--- src/rtl/dds_ctl_pkg.sv ---
// Package: shared widths, field positions and reset values for the DDS
// serial control word interface.
package dds_ctl_pkg;
    localparam int WORD_W  = 16;
    localparam int HALF_W  = 14;
    localparam int FREQ_W  = 2 * HALF_W;
    localparam int PHASE_W = 12;
    localparam int CTL_W   = 14;

    // Target field, word bits [15:14]
    typedef enum logic [1:0] {
        TGT_CTL   = 2'b00,
        TGT_FREQ0 = 2'b01,
        TGT_FREQ1 = 2'b10,
        TGT_PHASE = 2'b11
    } tgt_e;

    // Control bits whose positions the decoder depends on
    localparam int CB_PAIRED = 13;
    localparam int CB_UPPER  = 12;
    localparam int CB_RESET  = 8;
    // Phase register select within a phase word
    localparam int PB_SEL    = 13;

    localparam logic [CTL_W-1:0] CTL_RST = CTL_W'(1) << CB_RESET;
endpackage

--- src/rtl/dds_sync.sv ---
// Module: dds_sync
// Brings a group of asynchronous single-bit inputs into the clk domain
// through a chain of STAGES flops each. Assumes every bit is independent
// and slow compared with clk; the reset value is set per bit by RST_VAL.
module dds_sync #(
    parameter int              WIDTH   = 3,
    parameter int              STAGES  = 2,
    parameter logic [WIDTH-1:0] RST_VAL = '0
) (
    input  logic             clk,
    input  logic             rst_n,
    input  logic [WIDTH-1:0] d_i,
    output logic [WIDTH-1:0] q_o
);
    logic [WIDTH-1:0] stg [STAGES];

    generate
        for (genvar s = 0; s < STAGES; s++) begin : g_stage
            if (s == 0) begin : g_first
                // First stage: capture the raw asynchronous input
                always_ff @(posedge clk) begin
                    if (!rst_n) stg[0] <= RST_VAL;
                    else        stg[0] <= d_i;
                end
            end else begin : g_next
                // Later stages: pass the value along the chain
                always_ff @(posedge clk) begin
                    if (!rst_n) stg[s] <= RST_VAL;
                    else        stg[s] <= stg[s-1];
                end
            end
        end
    endgenerate

    assign q_o = stg[STAGES-1];
endmodule

--- src/rtl/dds_ser_rx.sv ---
// Module: dds_ser_rx
// Assembles framed serial words from already synchronized wires. Takes a
// bit on every falling edge of the serial clock while the frame is low.
// Emits a one-cycle word_vld when the frame rises after exactly WORD_W
// bits. Assumes the serial clock runs well below clk.
module dds_ser_rx
    import dds_ctl_pkg::*;
(
    input  logic              clk,
    input  logic              rst_n,
    input  logic              sclk_s,
    input  logic              sdat_s,
    input  logic              frame_n_s,
    output logic              word_vld_o,
    output logic [WORD_W-1:0] word_o
);
    localparam int CNT_W = $clog2(WORD_W + 2);
    localparam logic [CNT_W-1:0] CNT_FULL = CNT_W'(WORD_W);

    logic              sclk_q;
    logic              frame_q;
    logic [WORD_W-1:0] shreg;
    logic [CNT_W-1:0]  cnt;
    logic              frame_end;
    logic              bit_tick;

    assign frame_end = frame_n_s && !frame_q;
    assign bit_tick  = !frame_n_s && sclk_q && !sclk_s;

    // Edge history of the serial clock and frame select
    always_ff @(posedge clk) begin
        if (!rst_n) begin
            sclk_q  <= 1'b1;
            frame_q <= 1'b1;
        end else begin
            sclk_q  <= sclk_s;
            frame_q <= frame_n_s;
        end
    end

    // Shift bits in MSB first and count them, saturating past a full word
    always_ff @(posedge clk) begin
        if (!rst_n) begin
            shreg <= '0;
            cnt   <= '0;
        end else if (frame_end) begin
            cnt <= '0;
        end else if (bit_tick) begin
            shreg <= {shreg[WORD_W-2:0], sdat_s};
            if (cnt <= CNT_FULL) cnt <= cnt + 1'b1;
        end
    end

    // Commit a word only when the frame closes on an exact bit count
    always_ff @(posedge clk) begin
        if (!rst_n) begin
            word_vld_o <= 1'b0;
            word_o     <= '0;
        end else begin
            word_vld_o <= frame_end && (cnt == CNT_FULL);
            if (frame_end && (cnt == CNT_FULL)) word_o <= shreg;
        end
    end

    // each frame closes once, so a word never commits twice in a row
    p_word_pulse_r1: assert property (@(posedge clk) disable iff (!rst_n)
        word_vld_o |=> !word_vld_o);
endmodule

--- src/rtl/dds_reg_decode.sv ---
// Module: dds_reg_decode
// Decodes committed words into the control, frequency and phase registers.
// Holds the first half of a paired frequency load until its partner
// arrives. Assumes word_vld_i is a single-cycle pulse.
module dds_reg_decode
    import dds_ctl_pkg::*;
(
    input  logic               clk,
    input  logic               rst_n,
    input  logic               word_vld_i,
    input  logic [WORD_W-1:0]  word_i,
    output logic [CTL_W-1:0]   ctl_o,
    output logic [FREQ_W-1:0]  freq0_o,
    output logic [FREQ_W-1:0]  freq1_o,
    output logic [PHASE_W-1:0] phase0_o,
    output logic [PHASE_W-1:0] phase1_o
);
    logic [FREQ_W-1:0]  freq_q [2];
    logic [PHASE_W-1:0] phase_q [2];
    logic [CTL_W-1:0]   ctl_q;
    logic               pend_q;
    logic               pend_idx_q;
    logic [HALF_W-1:0]  pend_lo_q;

    tgt_e              tgt;
    logic              fidx;
    logic [HALF_W-1:0] payload;

    assign tgt     = tgt_e'(word_i[WORD_W-1 -: 2]);
    assign fidx    = word_i[WORD_W-1];
    assign payload = word_i[HALF_W-1:0];

    // Register file update on each committed word
    always_ff @(posedge clk) begin
        if (!rst_n) begin
            ctl_q      <= CTL_RST;
            freq_q[0]  <= '0;
            freq_q[1]  <= '0;
            phase_q[0] <= '0;
            phase_q[1] <= '0;
            pend_q     <= 1'b0;
            pend_idx_q <= 1'b0;
            pend_lo_q  <= '0;
        end else if (word_vld_i) begin
            case (tgt)
                TGT_CTL: begin
                    ctl_q  <= word_i[CTL_W-1:0];
                    pend_q <= 1'b0;
                end
                TGT_PHASE: begin
                    phase_q[word_i[PB_SEL]] <= word_i[PHASE_W-1:0];
                    pend_q <= 1'b0;
                end
                default: begin
                    if (ctl_q[CB_PAIRED]) begin
                        if (pend_q && (pend_idx_q == fidx)) begin
                            freq_q[fidx] <= {payload, pend_lo_q};
                            pend_q       <= 1'b0;
                        end else begin
                            pend_q     <= 1'b1;
                            pend_idx_q <= fidx;
                            pend_lo_q  <= payload;
                        end
                    end else begin
                        if (ctl_q[CB_UPPER]) freq_q[fidx][FREQ_W-1:HALF_W] <= payload;
                        else                 freq_q[fidx][HALF_W-1:0]      <= payload;
                        pend_q <= 1'b0;
                    end
                end
            endcase
        end
    end

    assign ctl_o    = ctl_q;
    assign freq0_o  = freq_q[0];
    assign freq1_o  = freq_q[1];
    assign phase0_o = phase_q[0];
    assign phase1_o = phase_q[1];

    // a control write never moves a frequency output
    p_ctl_keeps_freq_r2: assert property (@(posedge clk) disable iff (!rst_n)
        (word_vld_i && tgt == TGT_CTL) |=> ($stable(freq0_o) && $stable(freq1_o)));

    // a phase write to one register leaves the other alone
    p_phase_isolated_r3: assert property (@(posedge clk) disable iff (!rst_n)
        (word_vld_i && tgt == TGT_PHASE && !word_i[PB_SEL]) |=> $stable(phase1_o));

    // a first half in paired style leaves both frequency outputs steady
    p_first_half_silent_r5: assert property (@(posedge clk) disable iff (!rst_n)
        (word_vld_i && ctl_q[CB_PAIRED] && !pend_q &&
         (tgt == TGT_FREQ0 || tgt == TGT_FREQ1))
        |=> ($stable(freq0_o) && $stable(freq1_o)));

    // a write to a non-frequency target drops any held half
    p_pend_drop_r6: assert property (@(posedge clk) disable iff (!rst_n)
        (word_vld_i && pend_q && (tgt == TGT_CTL || tgt == TGT_PHASE)) |=> !pend_q);
endmodule

--- src/rtl/dds_ctl_if.sv ---
// Module: dds_ctl_if (top)
// Three-wire serial command interface for a DDS core. Synchronizes the
// wires, frames 16-bit words and decodes them into the register set.
// Assumes the serial clock is at most about a quarter of clk.
module dds_ctl_if
    import dds_ctl_pkg::*;
#(
    parameter int SYNC_STAGES = 2
) (
    input  logic               clk,
    input  logic               rst_n,
    input  logic               ser_clk,
    input  logic               ser_dat,
    input  logic               ser_frame_n,
    output logic [CTL_W-1:0]   ctl_o,
    output logic [FREQ_W-1:0]  freq0_o,
    output logic [FREQ_W-1:0]  freq1_o,
    output logic [PHASE_W-1:0] phase0_o,
    output logic [PHASE_W-1:0] phase1_o
);
    logic [2:0]        wires_s;
    logic              word_vld;
    logic [WORD_W-1:0] word;

    dds_sync #(
        .WIDTH   (3),
        .STAGES  (SYNC_STAGES),
        .RST_VAL (3'b101)
    ) u_sync (
        .clk   (clk),
        .rst_n (rst_n),
        .d_i   ({ser_clk, ser_dat, ser_frame_n}),
        .q_o   (wires_s)
    );

    dds_ser_rx u_rx (
        .clk        (clk),
        .rst_n      (rst_n),
        .sclk_s     (wires_s[2]),
        .sdat_s     (wires_s[1]),
        .frame_n_s  (wires_s[0]),
        .word_vld_o (word_vld),
        .word_o     (word)
    );

    dds_reg_decode u_dec (
        .clk        (clk),
        .rst_n      (rst_n),
        .word_vld_i (word_vld),
        .word_i     (word),
        .ctl_o      (ctl_o),
        .freq0_o    (freq0_o),
        .freq1_o    (freq1_o),
        .phase0_o   (phase0_o),
        .phase1_o   (phase1_o)
    );
endmodule

--- config.mk ---
export PLATFORM = sky130hd
export DESIGN_NAME = dds_ctl_if
export DESIGN_NICKNAME = d
export VERILOG_FILES = /design/src/rtl/dds_ctl_pkg.sv /design/src/rtl/dds_sync.sv /design/src/rtl/dds_ser_rx.sv /design/src/rtl/dds_reg_decode.sv /design/src/rtl/dds_ctl_if.sv
export SDC_FILE = /design/constraint.sdc
export NUM_CORES = 1
export LEC_CHECK = 0
export BUFFER_PORTS_ARGS = -buffer_cell sky130_fd_sc_hd__buf_2
export CORE_MARGIN = 3
export CORE_UTILIZATION = 40
export DETAILED_ROUTE_END_ITERATION = 16
export PLACE_DENSITY = 0.6
export SKIP_CTS_REPAIR_TIMING = 1
export SYNTH_ARGS = -nofsm -noshare
export SYNTH_HDL_FRONTEND = slang
export SYNTH_SLANG_ARGS = --single-unit
export TNS_END_PERCENT = 5
--- constraint.sdc ---
create_clock -name clk -period 5.01 [get_ports clk]
set_input_delay 0.501 -clock clk [delete_from_list [all_inputs] [get_ports clk]]
set_output_delay 0.501 -clock clk [all_outputs]
set_load 0.01 [all_outputs]
* Word level (Yosys, flattened, before mapping) *
Memories as Yosys holds them, arrays and structs flattened.
Index checks and enable logic that the tools add are counted.

operators by class
  add/sub/neg operators = 1
  magnitude comparators = 1
  equality and inequality tests = 3
  muxes and demuxes = 37
  bitwise logic cells = 8
  reductions and logical operators = 17

operators by type and width
  cell                 count
  $mux 1               30
  $mux 14              2
  $mux 28              1
  $reduce_or 28->1     1
  $mux 12              1
  $reduce_or 12->1     1
  $mux 3               2
  $reduce_and 2->1     3
  $add 5x1->5 const B  1
  $eq 5x5->1 const B   1
  $le 5x5->1 const B   1
  $logic_and 1x1->1    5
  $not 1->1            4
  $or 1x1->1           4
  $reduce_and 4->1     1
  $reduce_or 2->1      2
  $logic_not 1->1      3
  $eq 2x2->1 const B   1
  $logic_not 2->1      1
  $mux 2               1
  $eq 1x1->1           1

word-level totals
  bits in registers = 70
  RAM bits = 86
  input port bits = 5
  output and inout port bits = 94
  logic and storage cells = 80
  memories = 3

memory list
  memory         words  bits a word  rd ports  clocked after memory_dff  write ports  RTL line              RTL
  u_dec.freq_q   2      28           2         0                         2            dds_reg_decode.sv:18  logic [FREQ_W-1:0] freq_q [2];
  u_dec.phase_q  2      12           2         0                         2            dds_reg_decode.sv:19  logic [PHASE_W-1:0] phase_q [2];
  u_sync.stg     2      3            2         0                         2            dds_sync.sv:15        logic [WIDTH-1:0] stg [STAGES];

* Longest topological paths before layout *
Gate-level depths: netlist (run 1).

  word-level depth = 11
  mapped depth = 8
  gate-level depth less buffers = 5

* By module *
Synthesis (run 1) repeated with hierarchy kept, for this count alone.

unflattened totals
  cells, all modules = 552
  area total of the unflattened synthesis = 6227.2 um^2

by module, submodules not included
  module          times used  cells an instance  area an instance (um^2)  sequential area each (um^2)
  dds_reg_decode  1           358                4445.5                   3002.9
  dds_ser_rx      1           182                1624.1                   800.8
  dds_sync        1           12                 157.7                    120.1

* Worst setup path before layout (run 1) *
Ideal clock, no wire load.

  path type = register to register
  start point = register u_rx.word_o[15]
  end point = memory u_dec.freq_q[1][14] (netlist name) (enable)
  library setup time = 0.392 ns
  arrival = 2.432 ns
  slack = 2.186 ns
  stages on the path, launching flop included = 8
  buffers on the path = 2
  cells stage by stage = dfxtp_1 inv_2 clkbuf_1 ha_1 nand4_1 or3_1 clkbuf_1 a22oi_1

RTL lines
  item                      RTL line              RTL
  start: declaration        dds_ser_rx.sv:15      output logic [WORD_W-1:0] word_o
  start signal: assignment  dds_ser_rx.sv:61      if (frame_end && (cnt == CNT_FULL)) word_o <= shreg;
  end: declaration          dds_reg_decode.sv:18

==> flow_summary_export.csv, run 1 <==
group,metric,value,unit
critical_path,worstPathArrival,3.80,ns
floorplan,design.core.area,0.0148,sq mm
sta,setup_tns,0,ns
synthesis,synth_fp_nets,579,
route,antenna_left,0,
global_routing,grt_pass1_wl,22200,um
synthesis,synth_seq_cells,156,
sta,fmax,265,MHz
sta,slew_violations,0,
floorplan,fp.dieArea,0.0170,sq mm
floorplan,start_util,0.417,
cts,clkTransAtPathRegs,0.06,ns
sta,grt_setup_unrepaired,"false",
critical_path,path_class,"register to register",
cells_and_area,fillers,1332,
global_routing,antenna_found_initial,0,
sta,finClkSkew,0.00666,ns
global_routing,grt_usage,0.173,
power_and_ir_drop,design_power_total,0.00265,W
critical_path,critical-path-slowest-cell,"a22oi_1",
critical_path,r2r_setup_slack,1.24,ns
synthesis,synth_edf_count,80,
cts,cts_max_level,4,
critical_path,cp_data_required_time,5.04,ns
critical_path,crit_buf_inv,1,
placed_design,dp_slack,1.29,ns
sta,fin_crit_sh,0.753,
cts,cts_tree,"yes",
hold_path,whs_path_depth,2,
synthesis,yosys.cell_types.count,43,
critical_path,cp-start-kind,"register",
critical_path,endpoint,"u_dec.freq_q[0][19]",
sta,finalSetupViolCount,0,
synthesis,ys_async_sr_fraction,0,
global_routing,grt_pass1_vias,4065,
route,via_per_inst,5.21,
power_and_ir_drop,p_per_area,365,mW/mm^2
floorplan,rows,44,
floorplan,fp.dieH,130,um
synthesis,synth_xor_area_frac,0.00142,
placed_design,routabilityCongestion,0.797,
cells_and_area,multi_input_area,0.00197,sq mm
synthesis,ys_seq_area_frac,0.635,
cells_and_area,nNetsFinal,650,
cells_and_area,synthToLayoutAreaGrowth,17.3,%
synthesis,synth_top_family_by_area,"simple AND/OR/NAND/NOR gates",
cts,numClockSinks,156,
synthesis,ys.flop_type,"edfxtp_1",
hold_path,hold_path_startpoint,"ser_clk",
critical_path,r2r-start,"u_rx.word_o[15]",
placed_design,port_buffers,98,
global_routing,grt_max_degree,53,
route,drc,0,
synthesis,syn_area_per_cell,10.8,sq um
route,dr.pass1.iters,5,
cts,clkLatencyLatePin,0.42,ns
critical_path,crit_start,"u_rx.word_o[15]",
sta,holdWs,0.259,ns
synthesis,synth_fa_ha_area_frac,0.00810,
synthesis,syn-instance-count,570,
placed_design,hpwl,9460,um
outcome,status,"finished, final reports clean",
route,num_vias,4370,
synthesis,yosysWarnings,0,
route,postRouteWirelength,14400,um
synthesis,synth-simple-area-share,0.153,
cells_and_area,antenna_cells,0,
cts,root_buffer,"clkbuf_16",
power_and_ir_drop,p_leak,2.63,nW
floorplan,die_w,130,um
critical_path,endpoint_kind,"register",
route,drtIter0Drc,433,
hold_path,hold_path_class,"primary input to register",
critical_path,r2r_end,"u_dec.freq_q[0][19]",
route,wire_per_inst,17.2,um
sta,setup_slack,1.24,ns
floorplan,ios,99,
critical_path,cp_num_cells,5,
flow_run,maxCapViolCount,0,
cts,numCtsBuffers,17,
critical_path,cp_top_family,"compound AO/OA/AOI/OAI gates",
synthesis,synthMuxAreaShare,0.0291,
critical_path,rr_worst_depth,5,
synthesis,synth_area,0.00618,sq mm
sta,hold_viol_final,0,
power_and_ir_drop,ir_drop,0.220,mV
sta,tightest_slew,1.34,ns
global_routing,grt-ovfl-total,0,
sta,max-slew-margin-rel,0.108,
cts,cts.path.max_buffers,2,
critical_path,crit_chain,"inv_2, ha_1, nand4_1, or3_1, a22oi_1",
sta,period_needed,3.77,ns
critical_path,path_max_fanout,23,
synthesis,synth_compound_area_frac,0.127,
cells_and_area,final_layout_size_suffix_gt1_frac,0.213,
critical_path,max_stage_delay,1.08,ns
cells_and_area,regArea,0.00392,sq mm
[Yosys cell counts, types with 3 or more instances]
master / number / area [sq um]
a211oi_1: 4 / 30.0
and2_1: 24 / 150
o21ai_0: 17 / 85.1
a22o_1: 28 / 245
buf_6: 3 / 33.8
nor3_1: 3 / 15.0
clkbuf_1: 26 / 97.6
dfxtp_1: 76 / 1520
nand2b_1: 6 / 37.5
ha_1: 4 / 50.1
or3_1: 4 / 25.0
buf_2: 8 / 40.0
mux2i_1: 18 / 180
buf_1: 4 / 15.0
nand3_1: 24 / 120
inv_1: 10 / 37.5
nand2_1: 117 / 439
a21oi_1: 72 / 360
edfxtp_1: 80 / 2400
nor2_1: 5 / 18.8
clkbuf_2: 9 / 45.0
[layout by cell type, fill, tap and decap left out, types with 2 or more instances in the layout]
master and count:
nor3b_2 2, inv_1 10, edfxtp_1 80, dfxtp_1 76, clkbuf_16 17, nand2b_1 6
nand2_1 117, mux2i_1 18, nand3_1 24, a21oi_1 72, or3_1 4, clkinv_2 5
nor2_1 5, buf_2 98, clkbuf_8 3, a211oi_1 4, o21ai_0 17, and2_1 24
a22oi_1 2, and3_1 2, buf_4 6, nand3b_1 2, or3b_1 2, nor3_1 3
a22o_1 28, clkbuf_1 3, ha_1 4
[final cells by class]
cell class / instances / share of cell area
Inverter: 11 / 0.00569
Tap cell: 184 / 0.0317
Clock buffer: 24 / 0.0666
Multi-Input combinational cell: 351 / 0.272
Sequential cell: 156 / 0.541
Timing Repair Buffer: 104 / 0.0738
Clock inverter: 8 / 0.00949
[kinds of logic after synthesis]
logic type | Yosys count
adder cells (fa/ha/maj) | 4
buffers and inverters | 63
XOR/XNOR | 1
AND/OR/NAND/NOR | 199
multiplexers | 18
flip-flops | 156
AO/OA/AOI/OAI | 129
[state kept, by name (all words and copies together) (netlist names), 5 cells and up]
register	flops
u_rx.shreg	16
u_dec.ctl_o	14
u_rx.cnt	5
u_dec.pend_lo_q	14
u_sync.stg	6
u_dec.freq_q	56
u_rx.word_o	16
u_dec.phase_q	24
[metal layers]
layer,global-route usage,up-vias,wire (um)
met4,0.0501,0,180
met1,0.246,2059,6610
met3,0.0499,13,1110
met5,0,-,0
met2,0.260,157,6540
li1,-,2141,-
[power by group]
part | switching [W] | leakage (nW) | internal (W)
logic | 0.0000496 | 0.938 | 0.0000231
registers | 0.00000803 | 1.42 | 0.00137
clock network | 0.000479 | 0.277 | 0.000720
[worst min-delay path by stage]
stage,to,slack [ns]
2_1_floorplan,u_sync.stg[1][0],0.39
3_3_place_gp,u_sync.stg[1][0],0.39
3_5_place_dp,u_sync.stg[1][0],0.40
4_1_cts,u_sync.stg[0][2],0.25
5_1_grt,u_sync.stg[0][2],0.26
6_report,u_sync.stg[0][2],0.26
[metrics by stage]
stage / instance area (sq um) / util / cells
finish: 7250 / 0.490 / 838
global route: 7250 / 0.490 / 838
CTS: 7250 / 0.490 / 838
detailed placement: 6700 / 0.452 / 806
global placement: 6700 / 0.452 / 806
floorplan: 6180 / - / 570
Power figures use the tool's default switching activity.
==> run 2: changes to the inputs <==
clock period = 3.5 ns   (was 5.01 ns; I/O delays follow)
==> run 2 against run 1 <==
Against the previous run: via count is 1.1% higher; total power is 48% higher; largest power group unchanged; clock skew shrank 0.0015 ns; sequential power rose by 44%.
==> flow_summary_export.csv, run 2 (synthesized netlist as in run 1, its figures left out) <==
group,metric,value,unit
critical_path,r2r_setup_slack,0.98,ns
critical_path,path_max_fanout,17,
floorplan,fp.dieH,130,um
hold_path,min_to,"u_sync.stg[0][0]",
placed_design,routabilityCongestion,0.849,
floorplan,rows,44,
sta,finalSetupViolCount,0,
critical_path,worstPathArrival,2.58,ns
placed_design,place_area,0.00672,sq mm
sta,period_needed,2.52,ns
global_routing,grt-ovfl-total,0,
cells_and_area,layout_common_cells,"nand2_1 (117), buf_2 (98), edfxtp_1 (80)",
cells_and_area,antenna_cells,0,
cts,numCtsBuffers,17,
sta,setup_tns,0,ns
critical_path,crit_chain,"inv_2, ha_1, and4b_1, and3_1, or3_1",
power_and_ir_drop,comb_power_share,0.027,
critical_path,cp_top_family,"simple AND/OR/NAND/NOR gates",
cells_and_area,largest_register_ffs,56,
route,dr.pass1.iters,5,
cells_and_area,fin_cells,841,
route,postRouteWirelength,14700,um
critical_path,rr_worst_depth,5,
route,via_per_inst,5.25,
power_and_ir_drop,ir_drop,0.332,mV
sta,fin_crit_sh,0.720,
route,top_layer,"met4",
cells_and_area,final_layout_size_suffix_gt1_frac,0.218,
sta,finClkSkew,0.00520,ns
critical_path,cp_data_required_time,3.56,ns
power_and_ir_drop,p_per_area,534,mW/mm^2
sta,fmax,397,MHz
power_and_ir_drop,pwr-share-clk,0.472,
global_routing,antenna_found_initial,0,
critical_path,crit_buf_inv,1,
cells_and_area,final_common_cell,"nand2_1",
global_routing,grt_max_degree,48,
cts,cts_tree,"yes",
power_and_ir_drop,p_int,0.00316,W
floorplan,die_w,130,um
outcome,status,"finished, final reports clean",
route,wire_per_inst,17.5,um
route,wl_met1,6710,um
route,antenna_left,0,
placed_design,port_buffers,98,
floorplan,design.core.area,0.0148,sq mm
cts,root_buffer,"clkbuf_16",
power_and_ir_drop,design_power_total,0.00392,W
cts,clkLatencyLatePin,0.42,ns
critical_path,max_stage_delay,0.56,ns
route,num_vias,4417,
sta,tightest_slew,1.12,ns
power_and_ir_drop,p_switching,0.000763,W
cells_and_area,final_area,0.00734,sq mm
hold_path,hold_path_class,"primary input to register",
global_routing,grt_pass1_vias,4117,
cells_and_area,synthToLayoutAreaGrowth,18.8,%
critical_path,r2r-start,"u_rx.word_o[15]",
power_and_ir_drop,switching_share,0.195,
route,wl_met3,1200,um
cts,numClockSinks,156,
power_and_ir_drop,p_leak,2.68,nW
route,wl_met2,6540,um
sta,setup_slack,0.978,ns
sta,slew_violations,0,
critical_path,path_class,"register to register",
cells_and_area,fillers,1329,
flow_run,maxCapViolCount,0,
critical_path,critical-path-slowest-cell,"or3_1",
floorplan,ios,99,
placed_design,dp_slack,0.983,ns
cells_and_area,reg_top3,"u_dec.freq_q x56, u_dec.phase_q x24",
cells_and_area,regMostFlops,"u_dec.freq_q",
placed_design,hpwl,9680,um
sta,grt_setup_unrepaired,"false",
floorplan,fp.dieArea,0.0170,sq mm
sta,max-slew-margin-rel,0.248,
critical_path,endpoint_kind,"register",
placed_design,dp.cells,809,
hold_path,hold_path_startpoint,"ser_frame_n",
route,drtIter0Drc,294,
critical_path,cp-start-kind,"register",
power_and_ir_drop,seqPwrFrac,0.501,
critical_path,crit_start,"u_rx.word_o[15]",
hold_path,whs_path_depth,2,
global_routing,grt_pass1_wl,22800,um
route,drc,0,
cts,cts.path.max_buffers,2,
cts,clkTransAtPathRegs,0.06,ns
global_routing,grt_usage,0.179,
cells_and_area,nNetsFinal,653,
critical_path,r2r_end,"u_dec.freq_q[1][1]",
sta,hold_viol_final,0,
floorplan,start_util,0.417,
cts,cts_max_level,4,
[run 2: power groups by stage]
stage / clock network, W / logic [W] / registers [W]
after global routing: 0.00197 / 0.000116 / 0.00197
after CTS: 0.00188 / 0.000108 / 0.00197
final: 0.00185 / 0.000105 / 0.00197
after floorplan: 0 / 0.0000380 / 0.00202
after detailed placement: 0 / 0.000107 / 0.00201
after global placement: 0 / 0.000105 / 0.00200
[run 2: layout make-up]
| type | instances | area [sq um] | share of cell area |
|---|---|---|---|
| clock buffers | 30 | 609 | 0.0830 |
| clock inverters | 2 | 11.3 | 0.00153 |
| inverters | 11 | 41.3 | 0.00562 |
| multi-input cells | 351 | 1970 | 0.268 |
| flip-flops and latches | 156 | 3920 | 0.534 |
| well taps | 184 | 230 | 0.0314 |
| repair buffers | 107 | 558 | 0.0760 |
[run 2: worst max path at each step]
stage                          endpoint  slack [ns]  cells after the start
floorplan           u_dec.freq_q[1][14]        0.68                      7
CTS                  u_dec.freq_q[1][1]        0.97                      5
finish               u_dec.freq_q[1][1]        0.98                      5
detailed placement   u_dec.freq_q[1][5]        0.98                      5
global route         u_dec.freq_q[1][1]        0.83                      5
global placement     u_dec.freq_q[1][5]        1.11                      5
[run 2: per-stage QoR]
step / utilization / hold slack, ns
2_1_floorplan: - / 0.386
3_3_place_gp: 0.454 / 0.392
3_5_place_dp: 0.454 / 0.392
4_1_cts: 0.496 / 0.0968
5_1_grt: 0.496 / 0.101
6_report: 0.496 / 0.112
[run 2: worst register-to-register path, delay by kind of cell (launching register included)]
| family | cells | cell delay, ns |
|---|---|---|
| AND/OR/NAND/NOR | 3 | 1.33 |
| flip-flops | 1 | 0.34 |
| adder cells (fa/ha/maj) | 1 | 0.35 |
| buffers and inverters | 1 | 0.13 |
[run 2: per-layer routing]
metal	vias up	global-route usage
li1	2142	-
met1	2097	0.255
met2	159	0.261
met3	19	0.0536
met4	0	0.0575
met5	-	0
==> run 3: changes to the inputs <==
clock period = 2.6 ns   (was 3.5 ns; I/O delays follow)
==> run 3 against run 2 <==
Against the previous run: critical path depth rose by 1; core utilization rose by 0.49 points; first-iteration DRC count rose by 13%; highest routed layer unchanged.
==> flow_summary_export.csv, run 3 (synthesized netlist as in run 1, its figures left out) <==
group,metric,value,unit
cells_and_area,regMostFlops,"u_dec.freq_q",
global_routing,grt_pass1_wl,22200,um
route,wire_per_inst,17.0,um
global_routing,grt_max_degree,48,
cells_and_area,multi_input_area,0.00197,sq mm
critical_path,crit_buf_inv,2,
placed_design,routabilityCongestion,0.814,
critical_path,r2r_end,"u_dec.freq_q[0][26]",
cts,cts_tree,"yes",
floorplan,start_util,0.417,
sta,setup_slack,0.177,ns
floorplan,design.core.area,0.0148,sq mm
cts,clkLatencyLatePin,0.42,ns
cells_and_area,nNetsFinal,659,
global_routing,antenna_found_initial,0,
floorplan,fp.dieH,130,um
critical_path,max_stage_delay,0.59,ns
placed_design,hpwl,9290,um
floorplan,rows,44,
cts,root_buffer,"clkbuf_16",
critical_path,path_max_fanout,17,
sta,fmax,413,MHz
cells_and_area,final_common_cell,"nand2_1",
hold_path,hold_path_startpoint,"ser_clk",
cells_and_area,final_layout_size_suffix_gt1_frac,0.226,
cells_and_area,fillers,1313,
sta,grt_setup_unrepaired,"false",
critical_path,cp_top_family,"simple AND/OR/NAND/NOR gates",
sta,hold_viol_final,0,
power_and_ir_drop,p_per_area,728,mW/mm^2
sta,slew_violations,0,
floorplan,ios,99,
hold_path,hold_path_class,"primary input to register",
route,antenna_left,0,
cells_and_area,largest_register_ffs,56,
sta,finClkSkew,0.00830,ns
cts,cts_max_level,4,
sta,tightest_slew,0.736,ns
route,postRouteWirelength,14400,um
critical_path,r2r_setup_slack,0.18,ns
cells_and_area,synthToLayoutAreaGrowth,20.0,%
placed_design,port_buffers,98,
critical_path,crit_chain,"inv_2, ha_1, nand4_1, or3_1, a22oi_1, buf_4",
flow_run,maxCapViolCount,0,
critical_path,cp-start-kind,"register",
power_and_ir_drop,ir_drop,0.454,mV
route,dr.pass1.iters,5,
cts,numCtsBuffers,17,
critical_path,endpoint_kind,"register",
hold_path,min_to,"u_sync.stg[0][2]",
sta,finalSetupViolCount,0,
cells_and_area,layout_common_cells,"nand2_1 (117), buf_2 (98), edfxtp_1 (80)",
critical_path,critical-path-slowest-cell,"or3_1",
outcome,status,"finished, final reports clean",
power_and_ir_drop,p_leak,2.72,nW
cells_and_area,antenna_cells,0,
sta,period_needed,2.42,ns
global_routing,grt_usage,0.175,
sta,max-slew-margin-rel,0.509,
critical_path,rr_worst_depth,6,
route,drc,0,
route,num_vias,4397,
global_routing,grt-ovfl-total,0,
floorplan,fp.dieArea,0.0170,sq mm
cells_and_area,regArea,0.00392,sq mm
cts,numClockSinks,156,
route,drtIter0Drc,332,
hold_path,whs_path_depth,2,
critical_path,path_class,"register to register",
sta,holdWs,0.0168,ns
global_routing,grt_pass1_vias,4086,
critical_path,worstPathArrival,2.54,ns
route,via_per_inst,5.19,
sta,fin_crit_sh,0.932,
cts,cts.path.max_buffers,2,
cells_and_area,reg_top3,"u_dec.freq_q x56, u_dec.phase_q x24",
critical_path,r2r-start,"u_rx.word_o[15]",
critical_path,cp_data_required_time,2.72,ns
cts,clkTransAtPathRegs,0.06,ns
placed_design,dp_slack,0.216,ns
floorplan,die_w,130,um
[run 3: per-layer routing]
| layer | part of all wire | GRT usage | vias to the layer above |
|---|---|---|---|
| met5 | 0 | 0 | - |
| met4 | 0.015 | 0.0587 | 0 |
| met3 | 0.061 | 0.0503 | 17 |
| met2 | 0.47 | 0.276 | 129 |
| met1 | 0.45 | 0.234 | 2095 |
| li1 | - | - | 2156 |
[run 3: layout make-up]
class,count,share of cell area
sequential,156,0.529
multi-input combinational,351,0.266
timing repair buffer,113,0.0813
clock buffer,24,0.0736
tap,184,0.0310
clock inverter,8,0.0132
inverter,11,0.00557
[run 3: how the worst max path moves through the flow]
stage / start / endpoint / slack, ns / cells past startpoint
after floorplan: u_rx.word_o[15] / u_dec.freq_q[0][14] / -0.21 / 7
after global placement: u_rx.word_o[15] / u_dec.freq_q[0][19] / 0.27 / 6
after detailed placement: u_rx.word_o[15] / u_dec.freq_q[0][24] / 0.22 / 6
after CTS: u_rx.word_o[15] / u_dec.freq_q[0][24] / 0.19 / 6
after global routing: u_rx.word_o[15] / u_dec.freq_q[0][26] / 0.04 / 6
final: u_rx.word_o[15] / u_dec.freq_q[0][26] / 0.18 / 6
[run 3: through the flow]
stage | instance area (sq um) | util | cells | power, W | TNS (ns)
after global routing | 7420 | 0.501 | 847 | 0.00557 | 0
final | 7420 | 0.501 | 847 | 0.00540 | 0
after global placement | 6770 | 0.457 | 815 | 0.00284 | 0
after detailed placement | 6770 | 0.457 | 815 | 0.00285 | 0
after floorplan | 6190 | - | 570 | 0.00278 | -2.92
after CTS | 7420 | 0.501 | 847 | 0.00545 | 0
[run 3: report_power, final]
group / leakage (nW) / switching (W) / internal (W)
registers: 1.42 / 0.0000159 / 0.00263
logic: 0.984 / 0.0000970 / 0.0000462
clock network: 0.316 / 0.000948 / 0.00166
total: 2.72 / 0.00106 / 0.00434
